<file path="src/rtl/cfgb_pkg.sv">
package cfgb_pkg;
   // status byte field positions (decoded by the host side)
   localparam int STAT_POS_BIT  = 0;
   localparam int STAT_SERR_BIT = 1;
   localparam int STAT_PERR_BIT = 2;
   localparam int STAT_USED     = 3;
endpackage

</file>
<file path="src/rtl/cfgb_store.sv">
module cfgb_store #(
   parameter int NUM_CFG = 18,
   parameter int DATA_W  = 8,
   parameter int IDX_W   = 5
) (
   input  logic                      clk,
   input  logic                      rst_n,
   input  logic                      wr_en,
   input  logic [IDX_W-1:0]          wr_idx,
   input  logic [DATA_W-1:0]         wr_data,
   output logic [NUM_CFG*DATA_W-1:0] cfg_flat,
   output logic [NUM_CFG-1:0]        wr_hit
);
   for (genvar i = 0; i < NUM_CFG; i++) begin : g_byte
      logic [DATA_W-1:0] q;
      assign wr_hit[i] = wr_en && (wr_idx == IDX_W'(i));
      always_ff @(posedge clk or negedge rst_n) begin
         if (!rst_n)         q <= '0;
         else if (wr_hit[i]) q <= wr_data;
      end
      assign cfg_flat[i*DATA_W +: DATA_W] = q;
   end
endmodule

</file>
<file path="src/rtl/cfgb_scan.sv">
module cfgb_scan #(
   parameter int NUM_CFG = 18,
   parameter int DATA_W  = 8
) (
   input  logic                      clk,
   input  logic                      rst_n,
   input  logic [NUM_CFG*DATA_W-1:0] cfg_flat,
   input  logic [NUM_CFG-1:0]        wr_hit,
   output logic                      par_err,
   output logic                      scan_odd,
   output logic                      all_rw
);
   localparam int PTR_W = (NUM_CFG > 1) ? $clog2(NUM_CFG) : 1;
   localparam logic [PTR_W-1:0] LAST = PTR_W'(NUM_CFG - 1);

   logic [PTR_W-1:0]   ptr;
   logic [NUM_CFG-1:0] rw_mask;
   logic               pass_act;
   logic               err_q;
   logic               at_first, at_last, pass_ok;

   assign scan_odd = ^cfg_flat[ptr*DATA_W +: DATA_W];
   assign at_first = (ptr == '0);
   assign at_last  = (ptr == LAST);
   assign all_rw   = &rw_mask;
   assign pass_ok  = at_first ? (all_rw && !scan_odd) : (pass_act && !scan_odd);

   always_ff @(posedge clk or negedge rst_n) begin
      if (!rst_n) begin
         ptr      <= '0;
         err_q    <= 1'b0;
         pass_act <= 1'b0;
         rw_mask  <= '0;
      end else begin
         ptr <= at_last ? '0 : ptr + 1'b1;
         if (scan_odd)                        err_q <= 1'b1;
         else if (err_q && at_last && pass_ok) err_q <= 1'b0;
         pass_act <= err_q && pass_ok && !at_last;
         if (scan_odd || !err_q) rw_mask <= '0;
         else                    rw_mask <= rw_mask | wr_hit;
      end
   end

   assign par_err = err_q;
endmodule

</file>
<file path="src/rtl/cfgb_rdmux.sv">
module cfgb_rdmux #(
   parameter int NUM_CFG = 18,
   parameter int DATA_W  = 8,
   parameter int IDX_W   = 5
) (
   input  logic [IDX_W-1:0]          rd_idx,
   input  logic [NUM_CFG*DATA_W-1:0] cfg_flat,
   input  logic [DATA_W-1:0]         stat_byte,
   output logic [DATA_W-1:0]         rd_data
);
   always_comb begin
      rd_data = '0;
      for (int i = 0; i < NUM_CFG; i++) begin
         if (rd_idx == IDX_W'(i)) rd_data = cfg_flat[i*DATA_W +: DATA_W];
      end
      if (rd_idx == IDX_W'(NUM_CFG)) rd_data = stat_byte;
   end
endmodule

</file>
<file path="src/rtl/cfg_parity_bank.sv">
module cfg_parity_bank #(
   parameter int NUM_CFG   = 18,
   parameter int DATA_W    = 8,
   parameter int ADDR_W    = 5,
   parameter int IN_ADDR_W = 8
) (
   input  logic                      clk,
   input  logic                      rst_n,
   input  logic [IN_ADDR_W-1:0]      acc_addr,
   input  logic                      wr_en,
   input  logic [DATA_W-1:0]         wr_data,
   output logic [DATA_W-1:0]         rd_data,
   input  logic                      stat_err_in,
   input  logic                      pos_ok_in,
   output logic [NUM_CFG*DATA_W-1:0] cfg_flat,
   output logic                      par_err,
   output logic                      err_n
);
   import cfgb_pkg::*;

   if (NUM_CFG + 1 > (1 << ADDR_W)) begin : g_bad_depth
      $error("cfg_parity_bank: NUM_CFG plus status exceeds decoded space");
   end
   if (IN_ADDR_W < ADDR_W) begin : g_bad_addr
      $error("cfg_parity_bank: IN_ADDR_W narrower than ADDR_W");
   end
   if (DATA_W <= STAT_USED) begin : g_bad_width
      $error("cfg_parity_bank: DATA_W too small for status fields");
   end

   logic [ADDR_W-1:0]  idx;
   logic [NUM_CFG-1:0] wr_hit;
   logic [DATA_W-1:0]  stat_byte;
   logic               scan_odd;
   logic               all_rw;

   assign idx = acc_addr[ADDR_W-1:0];

   always_comb begin
      stat_byte                = '0;
      stat_byte[STAT_POS_BIT]  = pos_ok_in;
      stat_byte[STAT_SERR_BIT] = stat_err_in;
      stat_byte[STAT_PERR_BIT] = par_err;
   end

   cfgb_store #(.NUM_CFG(NUM_CFG), .DATA_W(DATA_W), .IDX_W(ADDR_W)) u_store (
      .clk(clk), .rst_n(rst_n), .wr_en(wr_en), .wr_idx(idx),
      .wr_data(wr_data), .cfg_flat(cfg_flat), .wr_hit(wr_hit)
   );

   cfgb_scan #(.NUM_CFG(NUM_CFG), .DATA_W(DATA_W)) u_scan (
      .clk(clk), .rst_n(rst_n), .cfg_flat(cfg_flat), .wr_hit(wr_hit),
      .par_err(par_err), .scan_odd(scan_odd), .all_rw(all_rw)
   );

   cfgb_rdmux #(.NUM_CFG(NUM_CFG), .DATA_W(DATA_W), .IDX_W(ADDR_W)) u_rd (
      .rd_idx(idx), .cfg_flat(cfg_flat), .stat_byte(stat_byte), .rd_data(rd_data)
   );

   assign err_n = !(par_err || stat_err_in);
endmodule

</file>
<file path="config.mk">
export PLATFORM = sky130hd
export DESIGN_NAME = cfg_parity_bank
export DESIGN_NICKNAME = d
export VERILOG_FILES = /design/src/rtl/cfgb_pkg.sv /design/src/rtl/cfgb_store.sv /design/src/rtl/cfgb_scan.sv /design/src/rtl/cfgb_rdmux.sv /design/src/rtl/cfg_parity_bank.sv
export SDC_FILE = /design/constraint.sdc
export NUM_CORES = 1
export LEC_CHECK = 0
export ABC_CLOCK_PERIOD_IN_PS = 3300
export BUFFER_PORTS_ARGS = -buffer_cell sky130_fd_sc_hd__buf_2
export CAP_MARGIN = 0
export CORE_UTILIZATION = 46
export DETAILED_ROUTE_END_ITERATION = 6
export PLACE_DENSITY = 0.7
export SETUP_SLACK_MARGIN = 0.05
export SLEW_MARGIN = 20
export SYNTH_ARGS = -nofsm -noshare
export SYNTH_HDL_FRONTEND = slang
export SYNTH_HIERARCHICAL = 1
export SYNTH_SLANG_ARGS = --single-unit
</file>
<file path="constraint.sdc">
create_clock -name clk -period 3.3 [get_ports clk]
set_input_delay 0.99 -clock clk [delete_from_list [all_inputs] [get_ports clk]]
set_output_delay 0.99 -clock clk [all_outputs]
set_load 0.03 [all_outputs]
</file>
==> results, run 1 <==
- The boundary pin count is 175.
- For this run, design rule violations remaining after detail routing come to 0.
- The routed length per instance is 24.8 um.
- The clock sink count is 169.
- Once routing completed, OpenROAD measured the worst setup slack at -0.401 ns.
- The post-route standard cell area excluding fillers is 13100 um2.
- The multi-input combinational cells in the finished layout cover a total of 5650 um2.
- The die outline width is 149 um.
- The largest net degree at the start of global routing is 73.
- Across the VDD grid, the largest voltage drop is 358 uV.
- The number of antenna violations at the first check in global routing is 0.
- The pre-CTS setup slack is -0.682 ns.
- In this run the cell area measured after placement is 12000 um2.
- The max-cap check violation count is 0.
- The total global-route track usage is 0.335.
- The post-route core utilization is 0.620.
- In this run the static leakage power is 6.38 nW.
- Power spread over the standard cell area amounts to 564 nW/um2.
- The number of fill cells is 1713.
- The total overflow left after global routing is 0.
- The average via count per standard cell is 6.23.
- The first-pass GRT wire length is 54.6 mm.
- The number of nets at the end of the flow is 1207.
- The arrival time at the worst endpoint is 2.71 ns.
- Headroom to the max-slew limit came out at 0.544.
- Data on the critical path is required at its endpoint by 2.31 ns.
- The checks that failed: setup timing.
- The final setup violation count is 8.
- The master of the slowest instance on the critical path is sky130_fd_sc_hd__a221o_1.
- The worst hold slack after final layout is 0.491 ns.
- Compared with the post-synthesis result, the final layout area differs by 31.5%.
- After floorplanning, the core was sized to cover 21200 um2.
- The number of placement rows is 53.
- The synthesized instance count is 898.
- The clock insertion delay at the later pin of the skew report is 0.44 ns.
- The signal on the critical path passes through buf_8 > buf_12 > buf_8 > nor2_4 > nand2_2 > a31o_4 > a221o_1 > a21o_1 > o21ai_4 > buf_6.
- The total standard cell area after synthesis is 9980 um2.
- In this run the worst path has a maximum fanout of 7.
- The die area is 22300 um2.
- Overall power consumption after layout is estimated at 7.40 mW.
- The worst stage delay on the critical path is 0.33 ns.
- Setup repair after global routing could not meet its margin everywhere.
- The number of detailed-route iterations in the first pass is 5.
- Input and output buffers added on the ports amount to 171.
- The detailed-route via count is 9164.
- The worst setup skew after layout is 0.00804 ns.
- The first routing iteration left 717 violations.
- The maximum clock insertion buffer count is 2.
- The root buffer selected by CTS is sky130_fd_sc_hd__clkbuf_16.
- The worst setup path is of the in -> out kind.
- STA classifies the critical path startpoint as an input port.
- Buffers inserted during clock tree synthesis total 17.
- Derived from the worst setup path, the maximum achievable clock frequency is 0.270 GHz.
- The flow ran to the end, but the final reports show violations.
- The final count of hold timing violations came to 0.
- The final HPWL from detailed placement is 26.5 mm.
- The count of antenna-violating nets left after detailed routing is 0.
- The routed design has 36.5 mm of wire.
- The part of the cycle the worst path needs is 1.12.
- The number of global-route vias before repair was 8867.
- Averaged over all synthesized cells, the footprint is 11.1 um2.
- The final number of max-transition violations is 0.
- For this configuration, the core starts out at a cell density of 0.472.
- Across the whole layout, storage elements account for 4230 um2.
- The H-tree was split into 4 levels.
- The cell that appears most often on the critical path is sky130_fd_sc_hd__buf_8.
- The nature of the critical path endpoint is an output port.
- The slew at the pin with the worst max-slew slack is 0.684 ns.
- The ratio of cells with drive above 1 in the final layout is 0.528.
- The worst path in the final design needs a cycle of 3.70 ns, including I/O delays and setup.
- The floorplan step set the die height to 149 um.
- At the end of routability-driven placement, the weighted congestion stood at 0.984.
- The class of the worst hold path is in -> async.
- Yosys printed 6 warnings.
- The TritonCTS clock tree is done.
- Clock-pin slew was measured on the worst setup and hold paths at 0.07 ns.
- The number of antenna diodes in the final layout is 0.
path summary, 6_finish.rpt:
check | start | end | slack, ns | depth (start not counted)
worst max-delay path | acc_addr[0] | rd_data[6] | -0.40 | 10
worst min-delay path | rst_n | u_store/g_byte[7].q[3]$_DFFE_PN0P_ | 0.49 | 1
worst max register to register | u_scan/ptr[1]$_DFF_PN0_ | u_scan/rw_mask[6]$_DFF_PN0_ | 0.20 | 8
worst min register to register | u_scan/rw_mask[7]$_DFF_PN0_ | u_scan/rw_mask[7]$_DFF_PN0_ | 0.57 | 2
max in group asynchronous | rst_n | u_store/g_byte[16].q[1]$_DFFE_PN0P_ | 1.96 | 2
min in group clk | u_scan/rw_mask[7]$_DFF_PN0_ | u_scan/rw_mask[7]$_DFF_PN0_ | 0.57 | 2
flip-flops by register name, indices dropped and copies added, names as in the netlist:
signal / flops
u_store/g_byte.q: 144
u_scan/rw_mask: 18
u_scan/ptr: 5
u_scan/pass_act: 1
u_scan/par_err: 1
worst max-delay path: cells and delay by family:
family,cells,cell delay [ns]
AND/OR/NAND/NOR,2,0.34
buffers and inverters,4,0.52
AO/OA/AOI/OAI,4,0.86
repair_timing:
action / CTS / global route
hold buffers: 0 / 0
endpoints found under the hold margin: 0 / 0
resized for setup: 83 / 32
setup buffers: 9 / 5
endpoints found under the setup margin: 8 / 8
pin swaps: 32 / 25
cells in the final DEF (no fill, tap or decap), types with 7 or more instances in the layout:
| cell type | count |
|---|---|
| sky130_fd_sc_hd__o211ai_1 | 8 |
| sky130_fd_sc_hd__a31oi_1 | 8 |
| sky130_fd_sc_hd__o21ai_0 | 43 |
| sky130_fd_sc_hd__clkbuf_16 | 17 |
| sky130_fd_sc_hd__a22oi_1 | 19 |
| sky130_fd_sc_hd__mux2i_1 | 41 |
| sky130_fd_sc_hd__o21ai_1 | 7 |
| sky130_fd_sc_hd__nor2_1 | 45 |
| sky130_fd_sc_hd__inv_1 | 17 |
| sky130_fd_sc_hd__buf_6 | 22 |
| sky130_fd_sc_hd__mux4_2 | 16 |
| sky130_fd_sc_hd__nor2_2 | 9 |
| sky130_fd_sc_hd__nor3_2 | 15 |
| sky130_fd_sc_hd__o22ai_1 | 14 |
| sky130_fd_sc_hd__mux2_4 | 8 |
| sky130_fd_sc_hd__nand2_1 | 43 |
| sky130_fd_sc_hd__nand3_1 | 10 |
| sky130_fd_sc_hd__mux2_2 | 143 |
| sky130_fd_sc_hd__a21oi_1 | 35 |
| sky130_fd_sc_hd__dfrtp_1 | 167 |
| sky130_fd_sc_hd__buf_2 | 157 |
| sky130_fd_sc_hd__buf_4 | 132 |
| sky130_fd_sc_hd__nand2_2 | 13 |
| sky130_fd_sc_hd__nor3_1 | 14 |
| sky130_fd_sc_hd__nor2b_1 | 12 |
per-layer routing:
layer	wire length, um	GRT usage
met5	0	0
met2	16700	0.514
met3	3160	0.0719
met1	15200	0.453
met4	1510	0.149
final cells by class:
class | count | share of cell area
clock inverters | 14 | 0.0123
well taps | 275 | 0.0262
repair buffers | 322 | 0.169
multi-input cells | 654 | 0.431
flip-flops and latches | 169 | 0.322
clock buffers | 18 | 0.0335
inverters | 19 | 0.00562
per-stage QoR:
step	TNS, ns	std cells
finish	-2.80	1471
global route	-3.01	1471
CTS	-2.61	1466
detailed placement	-4.51	1425
global placement	-4.24	1425
floorplan	-0.363	903
report_power, final:
part           internal, mW  switching [mW]  total (mW)
clock                  1.15           0.916        2.07
sequential             2.43           0.474        2.90
combinational         0.939            1.49        2.43
Note: power is estimated with default switching activity, not from simulation.
==> inputs of run 2 (changes only) <==
--- a/config.mk
+++ b/config.mk
@@ -5,6 +5,7 @@
 export SDC_FILE = /design/constraint.sdc
 export NUM_CORES = 1
 export LEC_CHECK = 0
+export ABC_AREA = 1
 export ABC_CLOCK_PERIOD_IN_PS = 3300
 export BUFFER_PORTS_ARGS = -buffer_cell sky130_fd_sc_hd__buf_2
 export CAP_MARGIN = 0
==> results, run 2 <==
- The die area is 24000 um2.
- The footprint of the multi-input gates is 5490 um2.
- The clock sink count is 169.
- Across the whole layout, storage elements account for 4230 um2.
- The maximum fanout count along the critical path is 5.
- The met1 routing resource usage after global routing is 0.474.
- In the global route stage, met3 resource usage came out at 0.0493.
- The floorplan has 55 rows.
- The worst hold slack after final layout is 0.514 ns.
- Buffers placed on the I/O ports in this run total 171.
- The number of violations reported at the end of detailed-routing iteration 0 is 1296.
- Measured against its own limit, the worst slew margin works out to 0.497.
- STA classifies the critical path startpoint as an input port.
- The die outline height is 155 um.
- For the final database, setup skew stands at 0.0128 ns.
- The checks that failed: setup timing.
- The minimum clock period is 3.86 ns.
- Counting flops per register, the top entry is u_store/g_byte.q.
- Setup repair after global routing could not meet its margin everywhere.
- The leakage power figure is 7.40 nW.
- Counting the buffers created by CTS gives 17.
- STA puts the critical path data required time at 2.31 ns.
- The pre-CTS setup slack is -0.636 ns.
- For the pin with the worst max-slew slack, the measured transition is 0.753 ns.
- The setup path with the least slack is of type in -> out.
- Before antenna repair, the detailed router went through 5 iterations.
- Relative to the synthesized area, the layout overhead comes to 22.2%.
- In the final layout, the registers with the most flip-flops are u_store/g_byte.q (144), u_scan/rw_mask (18), u_scan/ptr (5).
- The final number of max-transition violations is 0.
- TritonCTS built the clock tree.
- 0 antenna diodes ended up in the layout.
- The ratio of cells with drive above 1 in the final layout is 0.220.
- The total power per unit cell area is 554 nW/um2.
- For this run, global-route usage on met2 was measured as 0.534.
- Across the VDD grid, the largest voltage drop is 350 uV.
- The synthesized instance count is 1598.
- The most used routing layer is met2.
- From left edge to right edge, the die measures 155 um.
- The wire-length estimate of the detail-placed layout is 27.8 mm.
- The top cell types in the final layout, fill and taps aside, are sky130_fd_sc_hd__nand2_1, sky130_fd_sc_hd__nand3_1, sky130_fd_sc_hd__dfrtp_1.
- The clock insertion delay at the later pin of the skew report is 0.44 ns.
- Across all layers, the routed design uses 11600 vias.
- The number of global-route vias before repair is 10500.
- The part of the cycle the worst path needs is 1.17.
- The maximum clock insertion buffer count is 2.
- The sum of overflow across all layers after global routing is 0.
- The number of fill cells is 2181.
- The tree is rooted in a sky130_fd_sc_hd__clkbuf_16.
- Entering global routing, the biggest net connects 68 pins.
- The final count of hold timing violations came to 0.
- The number of antenna violations at the first check in global routing was 0.
- The first-pass GRT wire length is 61.6 mm.
- Pin placement for this block handled 175 I/O pins.
- The class of the worst hold path is reg -> reg.
- After floorplanning, the core was sized to cover 22800 um2.
- The initial cell density of the core is 0.472.
- The most common cell after layout, fill and taps aside is sky130_fd_sc_hd__nand2_1.
- The count of antenna-violating nets left after detailed routing is 0.
- The total global-route track usage is 0.341.
- In the routed layout, each cell is associated on average with a via count of 5.42.
- Static timing analysis puts the maximum clock frequency at 0.259 GHz.
- The mapped netlist covers 10800 um2.
- The H-tree generated during clock tree synthesis spans 4 levels.
- The number of nets at the end of the flow is 1830.
- In the routed design, unresolved DRC markers number 0.
- The number of flip-flops under the largest register name is 144.
- The Yosys step of the flow raised 6 warnings.
- Dividing the synthesized area by the synthesized cell count gives 6.73 um2.
- After clock tree synthesis, the clock-pin slew on the worst setup and hold paths is 0.07 ns.
- Max-cap violations in this run came to 0.
- The post-layout worst setup margin is -0.559 ns.
- The flow ran to the end, but the final reports show violations.
- The total detailed-routing wirelength is 40.1 mm.
- Routability-driven placement finished with a final weighted congestion of 0.963.
- Dividing the detail-routed wire length by the instance count gives 18.8 um.
- At the worst endpoint, the arrival time is 2.87 ns.
- STA classifies the critical path endpoint as an output port.
- The final setup violation count is 8.
## run 2: cell count changes in the layout (fill, tap and decap cells not counted), moves of 18 or more
cell	previous run	this run
sky130_fd_sc_hd__mux2_2	143	0
sky130_fd_sc_hd__nand2_1	43	688
sky130_fd_sc_hd__nand4_1	4	57
sky130_fd_sc_hd__nand3_1	10	209
sky130_fd_sc_hd__a21oi_1	35	10
sky130_fd_sc_hd__buf_4	132	73
sky130_fd_sc_hd__inv_1	17	156
sky130_fd_sc_hd__a22oi_1	19	0
sky130_fd_sc_hd__nor2_1	45	92
sky130_fd_sc_hd__mux2i_1	41	4
sky130_fd_sc_hd__o21ai_0	43	11
sky130_fd_sc_hd__nor2_2	9	27
## run 2: power by group
| group | internal (mW) | switching, mW |
|---|---|---|
| Sequential | 2.42 | 0.461 |
| Clock | 1.14 | 0.921 |
| Combinational | 0.681 | 1.65 |
## run 2: what timing repair did
item	4_1_cts	5_1_grt
pin swaps	29	25
hold endpoints to repair	0	0
resized for setup	68	8
setup endpoints to repair	8	8
cloned	1	0
hold buffers	0	0
setup buffers	7	3
## run 2: metrics by stage
stage,TNS (ns),utilization,power [mW],cells,area (um2)
after detailed placement,-4.80,0.536,5.16,2090,12200
after global routing,-4.51,0.577,7.61,2131,13100
final,-3.88,0.577,7.28,2131,13100
after CTS,-3.87,0.575,7.27,2128,13100
after floorplan,0,-,4.27,1602,10800
after global placement,-4.65,0.536,5.12,2090,12200
## run 2: cell type report
type,count,share of cell area
clock buffers,19,0.0337
multi-input cells,1184,0.418
clock inverters,12,0.0107
flip-flops and latches,169,0.322
inverters,174,0.0514
well taps,313,0.0298
repair buffers,260,0.135
## run 2: per-layer routing
layer	part of all wire	vias to the layer above
li1	-	5396
met1	0.42	5458
met2	0.46	610
met3	0.085	86
met4	0.034	0
met5	0	-
## run 2: critical path: stages
cell and delay (ns):
sky130_fd_sc_hd__buf_12 0.11, sky130_fd_sc_hd__clkinv_8 0.04, sky130_fd_sc_hd__buf_6 0.09, sky130_fd_sc_hd__nand2_4 0.05, sky130_fd_sc_hd__nor2_4 0.16, sky130_fd_sc_hd__nand2_4 0.09, sky130_fd_sc_hd__or2_0 0.21, sky130_fd_sc_hd__nand2_1 0.13
sky130_fd_sc_hd__nand3_1 0.09, sky130_fd_sc_hd__nand2_1 0.09, sky130_fd_sc_hd__nand4_1 0.16, sky130_fd_sc_hd__nor2_1 0.16, sky130_fd_sc_hd__nand3_1 0.13, sky130_fd_sc_hd__nand2_2 0.10, sky130_fd_sc_hd__nand4_1 0.11, sky130_fd_sc_hd__buf_6 0.16
## run 2: final timing paths
path | from | endpoint | slack [ns] | depth (start not counted)
worst max register to register | u_scan/ptr[0]$_DFF_PN0_ | u_scan/rw_mask[5]$_DFF_PN0_ | 0.51 | 17
min in group asynchronous | rst_n | u_store/g_byte[4].q[4]$_DFFE_PN0P_ | 0.56 | 1
worst min-delay path | u_scan/rw_mask[0]$_DFF_PN0_ | u_scan/rw_mask[0]$_DFF_PN0_ | 0.51 | 2
worst max-delay path | acc_addr[1] | rd_data[1] | -0.56 | 16
max in group asynchronous | rst_n | u_store/g_byte[7].q[1]$_DFFE_PN0P_ | 2.00 | 2
worst min register to register | u_scan/rw_mask[0]$_DFF_PN0_ | u_scan/rw_mask[0]$_DFF_PN0_ | 0.51 | 2
